--- config.mk ---
export PLATFORM = sky130hd
export DESIGN_NAME = lpm_clkctl
export DESIGN_NICKNAME = d
export VERILOG_FILES = /design/src/rtl/lpm_clkctl_pkg.sv /design/src/rtl/lpm_bit_reg.sv /design/src/rtl/lf_tick_sync.sv /design/src/rtl/clk_en_div.sv /design/src/rtl/lpm_clkctl.sv
export SDC_FILE = /design/constraint.sdc
export NUM_CORES = 1
export LEC_CHECK = 0
export BUFFER_PORTS_ARGS = -buffer_cell sky130_fd_sc_hd__buf_4
export CAP_MARGIN = 25
export CORE_UTILIZATION = 40
export CTS_CLUSTER_DIAMETER = 100
export CTS_CLUSTER_SIZE = 40
export DETAILED_ROUTE_END_ITERATION = 7
export PLACE_DENSITY_LB_ADDON = 0.25
export SYNTH_ARGS = -nofsm -noshare
export SYNTH_HDL_FRONTEND = slang
export SYNTH_SLANG_ARGS = --single-unit
--- constraint.sdc ---
create_clock -name clk -period 1.5 [get_ports clk]
set_input_delay 0.3 -clock clk [delete_from_list [all_inputs] [get_ports clk]]
set_output_delay 0.3 -clock clk [all_outputs]
set_load 0.03 [all_outputs]
--- src/rtl/lpm_clkctl_pkg.sv ---
// Shared types for the low-power clock controller.
package lpm_clkctl_pkg;
    // Low-power bits in force; bit order matches the write encoding.
    typedef struct packed {
        logic sm_off;   // [2] stop sub-main clock
        logic osc_off;  // [1] stop low-frequency oscillator
        logic halt;     // [0] stop CPU execution
    } lpm_bits_t;

    localparam int LPM_W = 3;
endpackage

--- src/rtl/lpm_bit_reg.sv ---
// Holds the low-power bits and the copy saved on interrupt entry.
// Assumes irq_accept and reti are single-cycle pulses in the clk domain;
// one level of save (no nesting). Priority: accept > return > write.
module lpm_bit_reg
    import lpm_clkctl_pkg::*;
(
    input  logic      clk,
    input  logic      rst_n,
    input  logic      wr_i,
    input  lpm_bits_t wr_bits_i,
    input  logic      accept_i,
    input  logic      ret_i,
    output lpm_bits_t active_o
);
    lpm_bits_t active_q;
    lpm_bits_t saved_q;

    // Update the live and saved bits by priority.
    always_ff @(posedge clk) begin
        if (!rst_n) begin
            active_q <= '0;
            saved_q  <= '0;
        end else if (accept_i) begin
            saved_q  <= active_q;
            active_q <= '0;
        end else if (ret_i) begin
            active_q <= saved_q;
        end else if (wr_i) begin
            active_q <= wr_bits_i;
        end
    end

    assign active_o = active_q;
endmodule

--- src/rtl/lf_tick_sync.sv ---
// Synchronizes an asynchronous toggle and turns each level change into
// a one-cycle tick. Assumes the toggle changes no faster than once per clk.
module lf_tick_sync #(
    parameter int SYNC_STAGES = 2
) (
    input  logic clk,
    input  logic rst_n,
    input  logic toggle_i,
    output logic tick_o
);
    logic [SYNC_STAGES-1:0] sync_q;
    logic                   prev_q;

    // Shift chain plus one history flop for edge detection.
    always_ff @(posedge clk) begin
        if (!rst_n) begin
            sync_q <= '0;
            prev_q <= 1'b0;
        end else begin
            sync_q <= {sync_q[SYNC_STAGES-2:0], toggle_i};
            prev_q <= sync_q[SYNC_STAGES-1];
        end
    end

    assign tick_o = sync_q[SYNC_STAGES-1] ^ prev_q;
endmodule

--- src/rtl/clk_en_div.sv ---
// Selects a source pulse (every cycle or a tick) and divides it by 2^sel.
// Counter is cleared while stopped, so a restart begins a fresh period.
module clk_en_div #(
    parameter int DIV_W = 2
) (
    input  logic             clk,
    input  logic             rst_n,
    input  logic             src_tick_i,
    input  logic             tick_i,
    input  logic [DIV_W-1:0] div_sel_i,
    input  logic             stop_i,
    output logic             en_o
);
    localparam int CNT_W = (1 << DIV_W) - 1;

    logic [CNT_W-1:0] cnt_q;
    logic [CNT_W-1:0] last;
    logic             src_pulse;
    logic             wrap;

    // Terminal count for the selected ratio and source choice.
    always_comb begin
        last      = CNT_W'((1 << div_sel_i) - 1);
        src_pulse = src_tick_i ? tick_i : 1'b1;
        wrap      = (cnt_q >= last);
        en_o      = src_pulse && !stop_i && wrap;
    end

    // Count source pulses; hold at zero when stopped.
    always_ff @(posedge clk) begin
        if (!rst_n || stop_i) begin
            cnt_q <= '0;
        end else if (src_pulse) begin
            cnt_q <= wrap ? '0 : cnt_q + 1'b1;
        end
    end
endmodule

--- src/rtl/lpm_clkctl.sv ---
// Low-power mode clock controller top. Converts the low-power bits into
// CPU-run, auxiliary and sub-main clock enables in the main-clock domain.
// Assumes clock enables replace gated clocks downstream.
module lpm_clkctl #(
    parameter int DIV_W       = 2,
    parameter int SYNC_STAGES = 2
) (
    input  logic             clk,
    input  logic             rst_n,
    input  logic             lf_toggle_i,
    input  logic             lpm_wr_i,
    input  logic [2:0]       lpm_wr_bits_i,
    input  logic             irq_accept_i,
    input  logic             reti_i,
    input  logic             smclk_src_i,
    input  logic [DIV_W-1:0] smclk_div_i,
    output logic             cpu_run_en_o,
    output logic             aclk_en_o,
    output logic             smclk_en_o,
    output logic [2:0]       lpm_state_o
);
    import lpm_clkctl_pkg::*;

    lpm_bits_t active;
    logic      lf_tick;

    lpm_bit_reg u_bits (
        .clk       (clk),
        .rst_n     (rst_n),
        .wr_i      (lpm_wr_i),
        .wr_bits_i (lpm_bits_t'(lpm_wr_bits_i)),
        .accept_i  (irq_accept_i),
        .ret_i     (reti_i),
        .active_o  (active)
    );

    lf_tick_sync #(.SYNC_STAGES(SYNC_STAGES)) u_lf (
        .clk      (clk),
        .rst_n    (rst_n),
        .toggle_i (lf_toggle_i),
        .tick_o   (lf_tick)
    );

    clk_en_div #(.DIV_W(DIV_W)) u_smdiv (
        .clk        (clk),
        .rst_n      (rst_n),
        .src_tick_i (smclk_src_i),
        .tick_i     (lf_tick),
        .div_sel_i  (smclk_div_i),
        .stop_i     (active.sm_off),
        .en_o       (smclk_en_o)
    );

    // Gate the CPU and auxiliary enables with the bits in force.
    always_comb begin
        cpu_run_en_o = !active.halt;
        aclk_en_o    = lf_tick && !active.osc_off;
        lpm_state_o  = active;
    end
endmodule

==> impl_metrics.csv <==
group,metric,value,unit
logic_synthesis,async_flop_share,0,%
sta,fmax,0.589,GHz
cells_and_area,regArea,243,um2
sta,finClkSkew,0.000876,ns
cells_and_area,diodes,0,
sta,tns,-0.198,ns
setup_path,path_max_fanout,2,
worst_hold_path,whs_path_depth,2,
logic_synthesis,synth.area.top_cells,"dfxtp_1, mux2i_1, ha_1",
logic_synthesis,yosysTopAreaCellShare,39.9,%
logic_synthesis,yosys_warnings,0,
cells_and_area,fillers,117,
cells_and_area,final_area,863,um2
setup_path,r2r_cells,6,
floorplan,die_area,1660,um2
setup_path,cp-start-kind,"flop",
floorplan,initial_core_util,44.6,%
setup_path,ff2ff_setup_slack,0.08,ns
global_routing,grt_use_total,17.0,%
placed_design,placed_area,805,um2
logic_synthesis,yosysSeqAreaShare,39.9,%
worst_hold_path,hold_end,"u_lf.sync_q[0]",
cts,clkSlewWorstSetupHoldPaths,0.07,ns
routing,first_pass_iters,4,
floorplan,core,1350,um2
sta,layout_setup_ws,-0.198,ns
placed_design,place_ws,-0.253,ns
sta,tightest_slew,0.264,ns
cts,cts-htree-levels,1,
placed_design,gp_congestion,0.591,
logic_synthesis,ys_types,24,
global_routing,grt_max_degree,10,
power,power.leakage,0.388,nW
global_routing,overflow,0,
setup_path,endpoint_kind,"output port",
setup_path,arrival,1.40,ns
run_status,violations,"negative setup slack",
floorplan,num_rows,13,
sta,hold_ws,0.230,ns
flow_run,cap_violations,0,
logic_synthesis,synth_top_area_cell,"dfxtp_1",
sta,slew_headroom,82.4,%
cts,hold_buffers,0,
cells_and_area,fin_util,63.9,%
placed_design,port_buffers,17,
floorplan,fp.dieH,40.8,um
logic_synthesis,syn-num-nets,79,
cts,worstSkewPairLatency,0.27,ns
logic_synthesis,synth_edf_count,0,
global_routing,grt_pass1_vias,407,
global_routing,antenna_found_initial,0,
routing,first_iter_violations,8,
floorplan,die_w,40.8,um
setup_path,reg2reg_from,"u_smdiv.cnt_q[2]",
run_status,outcome,"complete, but fails checks",
routing,vias,495,
floorplan,ioPinCount,18,
sta,finalSetupViolCount,1,
cells_and_area,drive_gt1_share,42.5,%
global_routing,grt_first_pass_wirelength,1700,um
logic_synthesis,synth_most_common_cell,"dfxtp_1",
sta,fin_crit_sh,113,%
worst_hold_path,min_from,"lf_toggle_i",
sta,maxSlewViolCount,0,
setup_path,required,1.20,ns
cells_and_area,fin_nets,104,
cts,cts_max_path_buffers,2,
cts,numCtsBuffers,3,
sta,hold_viol,0,
routing,ant_nets,0,
cells_and_area,multi_input_area,389,um2
cts,cts-root-buf,"clkbuf_4",
power,ir_drop,0.000570,V
sta,rsz0062_at_grt,"yes",
setup_path,r2r_end,"u_smdiv.cnt_q[0]",
logic_synthesis,syn_avg_cell_area,9.55,um2
logic_synthesis,netlist_area,602,um2
placed_design,post-dp-hpwl,872,um
sta,final.min_clock_period,1.70,ns
cts,cts_tree,"yes",
logic_synthesis,syn_inst,63,
setup_path,setup.worst_path.class,"reg -> out",
cts,cts_sinks,12,
worst_hold_path,worstHoldPathType,"in -> reg",
logic_synthesis,ys_top_cells_by_count,"dfxtp_1, nor2_1, mux2i_1",
power,power.density,923,nW/um2
routing,drc,0,
logic_synthesis,synth-seq-cells,12,
routing,viasPerCell,4.85,
logic_synthesis,synth_flop_cell,"dfxtp_1",
routing,post_drt_wl_per_cell,11.0,um
routing,wl,1130,um
cells_and_area,syn_to_final_growth,43.5,%
==> state kept, by name (all words and copies together), names as in the netlist <==
| name | flops |
|---|---|
| u_bits.active_o | 3 |
| u_lf.sync_q | 2 |
| u_lf.prev_q | 1 |
| u_smdiv.cnt_q | 3 |
| u_bits.saved_q | 3 |
==> metrics by stage <==
| step | total power, mW | instances |
|---|---|---|
| final | 0.797 | 102 |
| after floorplan | 0.469 | 63 |
| after detailed placement | 0.543 | 98 |
| after global placement | 0.537 | 98 |
| after global routing | 0.850 | 102 |
| after CTS | 0.810 | 102 |
==> placed cells by master (no fill, tap or decap) <==
master     count
a21o_1         1
a21oi_1        3
a31oi_1        1
a31oi_4        1
and2_1         2
and2_2         1
and2_4         1
buf_4         19
buf_6          2
clkbuf_4       3
clkbuf_8       1
dfxtp_1       10
dfxtp_2        2
ha_1           2
ha_4           2
inv_1          2
inv_2          1
mux2i_1        6
nand2_1        3
nand2b_1       3
nand2b_4       1
nand3_1        2
nand3b_1       1
nand4bb_1      1
nor2_1         7
nor2b_1        4
nor3_4         1
o21ai_0        1
o31ai_2        1
or2_4          1
xnor2_1        1
==> repair_timing <==
| action | in CTS | in global routing |
|---|---|---|
| pin swaps | 2 | 0 |
| resized for setup | 6 | 0 |
| setup buffers | 0 | 0 |
| setup endpoints to repair | 1 | 2 |
==> cell type report <==
cell class / count / share of cell area, %
multi-input combinational: 47 / 45.1
sequential: 12 / 28.1
timing repair buffer: 21 / 19.1
clock buffer: 4 / 4.20
tap: 15 / 2.17
inverter: 3 / 1.30
==> critical path, stage by stage (launching register included) <==
cell     delay (ns)
dfxtp_2        0.35
ha_4           0.20
a21o_1         0.19
a31oi_4        0.18
nor3_4         0.05
buf_6          0.14
==> kinds of logic after synthesis <==
logic type / Yosys count / share of synthesized area (%)
multiplexers: 6 / 9.98
buffers and inverters: 4 / 3.12
XOR/XNOR: 1 / 1.46
adder cells (fa/ha/maj): 4 / 8.32
flip-flops: 12 / 39.9
AO/OA/AOI/OAI: 8 / 11.2
AND/OR/NAND/NOR: 28 / 26.0
==> per-layer routing <==
metal,global-route usage [%],vias to the layer above,share of wire (%)
met5,0,-,0
met2,25.8,11,48
li1,-,263,-
met4,7.50,0,1.5
met1,20.1,218,46
met3,8.15,3,5.1
==> where the power goes <==
group	internal [mW]	total, mW	switching [mW]
clock	0.148	0.253	0.106
combinational	0.108	0.200	0.0918
sequential	0.333	0.343	0.0102
total	0.589	0.797	0.208
==> worst max path at each step <==
stage	slack, ns	endpoint	cells after the start	from
floorplan	-0.09	smclk_en_o	5	smclk_div_i[1]
global route	-0.30	smclk_en_o	6	u_smdiv.cnt_q[0]
finish	-0.20	smclk_en_o	5	u_smdiv.cnt_q[2]
detailed placement	-0.25	smclk_en_o	7	smclk_div_i[1]
global placement	-0.23	smclk_en_o	7	smclk_div_i[1]
CTS	-0.22	smclk_en_o	5	u_smdiv.cnt_q[2]
Note: power is estimated with default switching activity, not from simulation.
